===== config.mk =====
export PLATFORM = sky130hd
export DESIGN_NAME = maze_layer_cell
export DESIGN_NICKNAME = d
export VERILOG_FILES = /design/src/rtl/maze_cell_pkg.sv /design/src/rtl/mc_layer_stack.sv /design/src/rtl/mc_next_entry.sv /design/src/rtl/maze_layer_cell.sv
export SDC_FILE = /design/constraint.sdc
export NUM_CORES = 1
export LEC_CHECK = 0
export BUFFER_PORTS_ARGS = -buffer_cell sky130_fd_sc_hd__buf_2
export CAP_MARGIN = 20
export CORE_MARGIN = 2
export CORE_UTILIZATION = 55
export DETAILED_ROUTE_END_ITERATION = 8
export GPL_ROUTABILITY_DRIVEN = 1
export PLACE_DENSITY = 0.82
export SLEW_MARGIN = 20
export SYNTH_ARGS = -nofsm -noshare
export SYNTH_HDL_FRONTEND = slang
export SYNTH_SLANG_ARGS = --single-unit

===== constraint.sdc =====
create_clock -name clk -period 3.03 [get_ports clk]
set_input_delay 0.7575 -clock clk [delete_from_list [all_inputs] [get_ports clk]]
set_output_delay 0.7575 -clock clk [all_outputs]
set_load 0.1 [all_outputs]

===== src/rtl/maze_cell_pkg.sv =====
package maze_cell_pkg;

    typedef enum logic [2:0] {
        C_EMPTY   = 3'd0,
        C_BLOCKED = 3'd1,
        C_XN      = 3'd2,
        C_XS      = 3'd3,
        C_XE      = 3'd4,
        C_XW      = 3'd5,
        C_XU      = 3'd6,
        C_XD      = 3'd7
    } cell_code_e;

    typedef enum logic [2:0] {
        OP_NOP    = 3'd0,
        OP_READ   = 3'd1,
        OP_WRITE  = 3'd2,
        OP_EXPAND = 3'd3,
        OP_CLEARX = 3'd4
    } op_e;

    typedef struct packed {
        logic       etched;
        cell_code_e code;
    } layer_entry_t;

    function automatic logic is_expanded(cell_code_e c);
        return (c != C_EMPTY) && (c != C_BLOCKED);
    endfunction

endpackage


===== src/rtl/mc_layer_stack.sv =====
module mc_layer_stack
    import maze_cell_pkg::*;
#(
    parameter  int NL = 4,
    localparam int LW = (NL > 1) ? $clog2(NL) : 1
) (
    input  logic         clk,
    input  logic         rst_n,
    input  logic         step_i,
    input  layer_entry_t upd_i,
    output layer_entry_t cur_o,
    output layer_entry_t above_o,
    output layer_entry_t below_o,
    output logic         at_top_o,
    output logic         at_bot_o,
    output logic [LW-1:0] layer_o
);

    layer_entry_t    cur_q;
    layer_entry_t    ring_q [NL-1];
    logic [LW-1:0]   lay_q;

    // Ring order: ring_q[0] is the next layer up, ring_q[NL-2] the one just left.
    always_ff @(posedge clk or negedge rst_n) begin
        if (!rst_n) begin
            cur_q <= '0;
            lay_q <= '0;
            for (int i = 0; i < NL - 1; i++) ring_q[i] <= '0;
        end else if (step_i) begin
            cur_q <= ring_q[0];
            for (int i = 0; i < NL - 2; i++) ring_q[i] <= ring_q[i+1];
            ring_q[NL-2] <= upd_i;
            lay_q <= (lay_q == LW'(NL - 1)) ? '0 : lay_q + LW'(1);
        end
    end

    assign cur_o    = cur_q;
    assign above_o  = ring_q[0];
    assign below_o  = ring_q[NL-2];
    assign at_top_o = (lay_q == LW'(NL - 1));
    assign at_bot_o = (lay_q == '0);
    assign layer_o  = lay_q;

endmodule


===== src/rtl/mc_next_entry.sv =====
module mc_next_entry
    import maze_cell_pkg::*;
(
    input  op_e          op_i,
    input  logic         sel_i,
    input  logic         etch_i,
    input  cell_code_e   wr_code_i,
    input  layer_entry_t cur_i,
    input  logic         nb_n_i,
    input  logic         nb_s_i,
    input  logic         nb_e_i,
    input  logic         nb_w_i,
    input  logic         up_x_i,
    input  logic         dn_x_i,
    output layer_entry_t nxt_o
);

    cell_code_e dir;
    logic       found;

    always_comb begin
        found = 1'b1;
        dir   = C_EMPTY;
        if (nb_n_i)      dir = C_XN;
        else if (nb_s_i) dir = C_XS;
        else if (nb_e_i) dir = C_XE;
        else if (nb_w_i) dir = C_XW;
        else if (up_x_i) dir = C_XU;
        else if (dn_x_i) dir = C_XD;
        else             found = 1'b0;
    end

    always_comb begin
        nxt_o = cur_i;
        if (sel_i) begin
            unique case (op_i)
                OP_WRITE: begin
                    nxt_o.etched = 1'b0;
                    nxt_o.code   = wr_code_i;
                end
                OP_EXPAND: begin
                    if (found) begin
                        unique case (cur_i.code)
                            C_EMPTY: begin
                                nxt_o.code   = dir;
                                nxt_o.etched = 1'b0;
                            end
                            C_BLOCKED: begin
                                if (etch_i) begin
                                    nxt_o.code   = dir;
                                    nxt_o.etched = 1'b1;
                                end
                            end
                            default: ;
                        endcase
                    end
                end
                OP_CLEARX: begin
                    if (is_expanded(cur_i.code)) begin
                        nxt_o.code   = cur_i.etched ? C_BLOCKED : C_EMPTY;
                        nxt_o.etched = 1'b0;
                    end
                end
                default: ;
            endcase
        end
    end

endmodule


===== src/rtl/maze_layer_cell.sv =====
module maze_layer_cell
    import maze_cell_pkg::*;
#(
    parameter  int NL = 4,
    localparam int LW = (NL > 1) ? $clog2(NL) : 1
) (
    input  logic          clk,
    input  logic          rst_n,
    input  logic [2:0]    cmd_i,
    input  logic          row_sel_i,
    input  logic          col_sel_i,
    input  logic          etch_i,
    input  logic [2:0]    wr_code_i,
    input  logic          nb_xp_n_i,
    input  logic          nb_xp_s_i,
    input  logic          nb_xp_e_i,
    input  logic          nb_xp_w_i,
    output logic          xp_o,
    output logic          status_o,
    output logic [2:0]    rd_o,
    output logic [LW-1:0] layer_o
);

    op_e          op;
    logic         sel, step;
    layer_entry_t cur_e, above_e, below_e, nxt_e;
    logic         at_top, at_bot, up_x, dn_x;
    logic [2:0]   rd_q;
    logic [2:0]   cur_code_w, nxt_code_w;
    logic         nxt_etch_w;

    assign op   = op_e'(cmd_i);
    assign sel  = row_sel_i && col_sel_i;
    assign step = (op == OP_READ) || (op == OP_WRITE) ||
                  (op == OP_EXPAND) || (op == OP_CLEARX);

    mc_layer_stack #(.NL(NL)) u_stack (
        .clk      (clk),
        .rst_n    (rst_n),
        .step_i   (step),
        .upd_i    (nxt_e),
        .cur_o    (cur_e),
        .above_o  (above_e),
        .below_o  (below_e),
        .at_top_o (at_top),
        .at_bot_o (at_bot),
        .layer_o  (layer_o)
    );

    assign up_x = !at_top && is_expanded(above_e.code);
    assign dn_x = !at_bot && is_expanded(below_e.code);

    mc_next_entry u_next (
        .op_i      (op),
        .sel_i     (sel),
        .etch_i    (etch_i),
        .wr_code_i (cell_code_e'(wr_code_i)),
        .cur_i     (cur_e),
        .nb_n_i    (nb_xp_n_i),
        .nb_s_i    (nb_xp_s_i),
        .nb_e_i    (nb_xp_e_i),
        .nb_w_i    (nb_xp_w_i),
        .up_x_i    (up_x),
        .dn_x_i    (dn_x),
        .nxt_o     (nxt_e)
    );

    always_ff @(posedge clk or negedge rst_n) begin
        if (!rst_n) rd_q <= '0;
        else        rd_q <= (sel && op == OP_READ) ? cur_e.code : 3'd0;
    end

    always_comb begin
        xp_o     = is_expanded(cur_e.code);
        status_o = !(sel && xp_o);
        rd_o     = rd_q;
    end

    assign cur_code_w = cur_e.code;
    assign nxt_code_w = nxt_e.code;
    assign nxt_etch_w = nxt_e.etched;

endmodule


After elaboration in Yosys (flattened, before gate mapping)

Index checks and enable logic that the tools add are counted.

Add/subtract/negate cells: 1
Reductions and logical operators: 19
Mux-type cells: 21
Eq/ne operators: 9

Operators with widths:

| operator                                             | number |
|---|---|
| two-way mux 3 bit                                    | 7 |
| two-way mux 4 bit                                    | 4 |
| one-hot mux 4 bit (3 select lines)                   | 1 |
| != test 3 x 1 -> 1 bit (second input constant)       | 3 |
| nonzero test 3 bit                                   | 3 |
| logical AND 1 bit                                    | 8 |
| one-hot mux 4 bit (2 select lines)                   | 1 |
| two-way mux 1 bit                                    | 7 |
| equality test 3 x 1 -> 1 bit (second input constant) | 2 |
| equality test 3 x 2 -> 1 bit (second input constant) | 2 |
| equality test 3 bit (second input constant)          | 1 |
| logical NOT 1 bit                                    | 3 |
| logical NOT 3 bit                                    | 1 |
| logical OR 1 bit                                     | 3 |
| adder 2 x 1 -> 2 bit (second input constant)         | 1 |
| equality test 2 bit (second input constant)          | 1 |
| logical NOT 2 bit                                    | 1 |
| two-way mux 2 bit                                    | 1 |

Word-level logic and storage cells: 60
Input port bits: 15
Register bits: 21

Depth between registers and ports, before layout

Depth in word-level cells: 14
Mapped depth: 6
Mapped depth without buffers: 6

Modules after synthesis

From an unflattened synthesis, not the netlist that was laid out.

Cells, all modules: 118
Area total of the unflattened synthesis: 1,248.7 sq um

By module, submodules not included:

| module          | seq. area each (sq um) | instances | cells each | area each (sq um) |
|---|---|---|---|---|
| mc_layer_stack  | 450.4                  | 1         | 52         | 758.2 |
| mc_next_entry   | 0.0                    | 1         | 49         | 330.3 |
| maze_layer_cell | 75.1                   | 1         | 17         | 160.2 |

Worst setup path after synthesis

No wires, ideal clock.

Kind: flip-flop to output port
From: register u_stack.cur_q (netlist bit u_stack.cur_o[1])
To: output status_o
Data required time: 2.273 ns
Cell stages (with the launch flop): 5
Setup slack: 0.181 ns
Data arrival time: 2.092 ns
Cells stage by stage: dfrtp_1 > clkbuf_1 > nor2_1 > inv_1 > nand2_1

Word-level cells in the longest chain between the ends: 4
Elaborated cells between the ends (all ways): 5
Those cells by class: eq/ne: 1; reduce/logical: 4

Ends and longest elaborated chain:

| item                                                         | RTL line              | RTL |
|---|---|---|
| start: declaration                                           | mc_layer_stack.sv:19  | `layer_entry_t cur_q;` |
| start signal: assignment                                     | mc_layer_stack.sv:30  | `cur_q <= ring_q[0];` |
| != test 3 x 1 -> 1 bit or nonzero test 3 bit (tied branches) | maze_cell_pkg.sv:28   | `return (c != C_EMPTY) && (c != C_BLOCKED);` |
| logical AND 1 bit (*)                                        | maze_cell_pkg.sv:28   |  |
| via xp_o                                                     | maze_layer_cell.sv:18 | `output logic xp_o,` |
| logical AND 1 bit (*)                                        | maze_layer_cell.sv:75 | `status_o = !(sel && xp_o);` |
| logical NOT 1 bit (*)                                        | maze_layer_cell.sv:75 |  |
| end: declaration                                             | maze_layer_cell.sv:19 | `output logic status_o,` |

The timed path passes the listed nets; every way through them passes the cells marked *.

Final worst setup path

From: register u_stack.cur_q (netlist bit u_stack.cur_o[2])
To: output status_o

Word-level cells in the longest chain between the ends: 4
Elaborated cells between the ends (all ways): 5
Those cells by class: eq/ne: 1; reduce/logical: 4

Ends and longest elaborated chain:

| item                                                         | RTL line |
|---|---|
| != test 3 x 1 -> 1 bit or nonzero test 3 bit (tied branches) | maze_cell_pkg.sv:28 |
| logical AND 1 bit (*)                                        | maze_cell_pkg.sv:28 |
| logical AND 1 bit (*)                                        | maze_layer_cell.sv:75 |
| logical NOT 1 bit (*)                                        | maze_layer_cell.sv:75 |

Every way passes the cells marked *; elsewhere a longest branch is shown, timed or not.

==> impl_metrics.py <==
metrics = {
    "timing": {
        "period_minus_slack_ps": 2470,
        "slew_viol_final": 0,
        "rsz0062_at_grt": "false",
        "finalSetupViolations": 0,
        "fmax_mhz": 405,
        "tns_ps": 0,
        "finalHoldViolations": 0,
        "worst_pin_slew_ps": 572,
        "holdWs_ps": 372,
        "finalCritPeriodShare_pct": 81.5,
        "skew_ps": 4.61,
        "max_slew_margin_pct": 61.8,
    },
    "power": {
        "pwr-share-seq_pct": 41.4,
        "leakagePower_nw": 0.656,
        "p_switching_mw": 0.548,
        "p_int_mw": 0.580,
        "power.density_mw_per_mm2": 794,
        "swShare_pct": 48.5,
        "pwr-share-comb_pct": 46.4,
        "ir_drop_mv": 0.616,
        "pwr-share-clk_pct": 12.2,
    },
    "clock_tree": {
        "cts-root-buf": "clkbuf_4",
        "post_cts_buffers": 0,
        "clockBufferDepth": 2,
        "cts_buffers": 3,
        "clkTransAtPathRegs_ps": 120,
        "hold_buffers": 0,
        "cts_resized": 0,
        "cts_num_sinks": 21,
        "cts_max_level": 1,
        "clkLatencyLatePin_ps": 310,
        "tritoncts": "yes",
    },
    "floorplan": {
        "die-area_sq_mm": 0.00276,
        "placementRows": 17,
        "start_util_pct": 58.5,
        "ios": 22,
        "core-area_sq_mm": 0.00221,
        "die_w_um": 52.5,
        "fp.dieH_um": 52.5,
    },
    "setup_path": {
        "crit_type": "flip-flop to output pin",
        "critPathLaunchType": "flip-flop",
        "cp.required_ps": 2270,
        "critPathCaptureType": "output pin",
        "worst_ep_arrival_time_ps": 1710,
        "cp_max_fo": 11,
    },
    "yosys": {
        "yosysTopAreaCellShare_pct": 40.6,
        "yosysMostFrequentCell": "dfrtp_1",
        "yosys-top-cells-area": "dfrtp_1 41%, mux2_2 7.0%, mux2_1 3.5%",
        "yosysWarnings": 0,
        "synth-edff-count": 0,
        "syn_nets": 143,
        "synth_top_area_cell": "dfrtp_1",
        "avgSynthCellArea_sq_um": 10.3,
        "syn_inst": 126,
        "ys.flop_type": "dfrtp_1",
        "synthArstFlopShare_pct": 100,
        "synth_seq_cells": 21,
        "synth_common_cells": "21 x dfrtp_1, 8 x mux2_2, 8 x nor2_1",
        "ys_seq_area_share_pct": 40.6,
        "syn_area_sq_mm": 0.00129,
        "synth_cell_types": 50,
    },
    "finish": {
        "syn_to_final_growth_pct": 9.77,
        "num_antenna_cells": 0,
        "fillers": 189,
        "final_layout_size_suffix_gt1_share_pct": 27.8,
        "nets": 162,
    },
    "job": {
        "cap_violations": 0,
    },
    "drt": {
        "via_per_inst": 6.33,
        "drt_iter0_drc": 45,
        "drc_errors": 0,
        "avgRoutedWirePerCell_um": 16.0,
        "dr_total_vias": 1088,
        "routed_wirelength_mm": 2.75,
        "ant_nets": 0,
        "drt_first_pass_iters": 4,
    },
    "hold_path": {
        "hold_class": "primary input to async pin",
    },
    "global_route": {
        "grt_pass1_wl_mm": 4.68,
        "met1_usage_pct": 32.4,
        "gr-usage-met2_pct": 36.9,
        "first_global_vias": 1017,
        "top_usage_layer": "met2",
        "grt_max_degree": 22,
        "grt_use_met3_pct": 3.71,
        "antenna_found_initial": 0,
        "grt_use_total_pct": 23.7,
        "grt.overflow.total": 0,
    },
    "placed_design": {
        "place_hpwl_mm": 2.00,
        "portBuffers": 21,
        "place.gp.congestion": 0.859,
    },
    "run_status": {
        "status": "finished clean",
    },
}
-- worst paths after layout --
path	from	endpoint	slack, ps	depth (start not counted)
hold reg to reg	u_stack.ring_q[7]	u_stack.ring_q[7]	500	1
max in group asynchronous	rst_n	u_stack.above_o[0]	2340	1
hold / removal	rst_n	rd_o[1]	370	1
min in group clk	u_stack.ring_q[7]	u_stack.ring_q[7]	500	1
setup reg to reg	u_stack.layer_o[0]	u_stack.below_o[1]	1260	6
setup / recovery	u_stack.cur_o[2]	status_o	560	4
-- critical path, stage by stage, from the launching register on --
cell and delay, ps:
dfrtp_1 530, nor2_1 260, inv_1 120, nand2_1 70
buf_2 420
-- through the flow --
| step | instance area (sq um) | setup slack [ps] | total power [mW] | std cells | util, % |
|---|---|---|---|---|---|
| 2_1_floorplan | 1290 | 181 | 0.885 | 126 | - |
| 3_3_place_gp | 1390 | 712 | 0.976 | 168 | 63.0 |
| 3_5_place_dp | 1390 | 667 | 0.996 | 168 | 63.0 |
| 4_1_cts | 1420 | 565 | 1.13 | 172 | 64.2 |
| 5_1_grt | 1420 | 441 | 1.21 | 172 | 64.2 |
| 6_report | 1420 | 560 | 1.13 | 172 | 64.2 |
-- placed cells by master (no fill, tap or decap), types with 2 or more instances in the layout --
cell	Yosys	routed
mux2_1	4	4
o221ai_1	3	3
buf_2	3	21
or3_1	3	3
a31oi_1	2	2
inv_1	6	6
nor4_1	2	2
or2_1	2	2
o21bai_1	2	2
and2_1	4	4
dfrtp_1	21	21
nor2b_1	3	3
o32ai_1	2	2
nor2_1	8	8
o21a_1	2	2
mux2_2	8	8
ha_1	2	2
a211oi_1	2	2
nand2_1	6	6
clkbuf_4	0	3
o311ai_0	2	2
nand2b_1	3	3
o21ai_0	7	7
-- final cells by class --
class	count	area (sq um)	area share, %
flip-flops and latches	21	526	37.0
clock buffers	3	22.5	1.59
clock inverters	1	5.00	0.352
repair buffers	21	105	7.40
well taps	28	35.0	2.47
inverters	7	26.3	1.85
multi-input cells	91	701	49.3
-- routing by layer --
metal  vias to the layer above  wire length, um
met4                         0               58
met5                         -                0
li1                        508                -
met3                         8              257
met1                       509             1150
met2                        63             1280
-- logic make-up (layout without fill, tap and decap cells) --
logic type	after synthesis	in the layout	synth area share (%)
xor gates and xnor gates	1	1	2.13
DFF	21	21	40.6
muxes	13	13	11.2
buffers and inverters	14	32	5.22
adders and majority gates	2	2	1.93
AOI/OAI and AO/OA	35	35	20.8
and+or+nand+nor	40	40	18.1
-- sequential cells by signal (all words and copies together) (netlist names) --
| signal | flops |
|---|---|
| u_stack.below_o | 4 |
| u_stack.ring_q | 4 |
| u_stack.above_o | 4 |
| rd_o | 3 |
| u_stack.layer_o | 2 |
| u_stack.cur_o | 4 |
-- power by group through the flow --
stage	Clock (mW)	Sequential (mW)	Combinational, mW
global placement	0	0.468	0.508
detailed placement	0	0.473	0.523
CTS	0.142	0.466	0.525
floorplan	0	0.516	0.368
global route	0.154	0.481	0.572
finish	0.138	0.467	0.523
No activity file was read; power rests on OpenSTA's default activity.
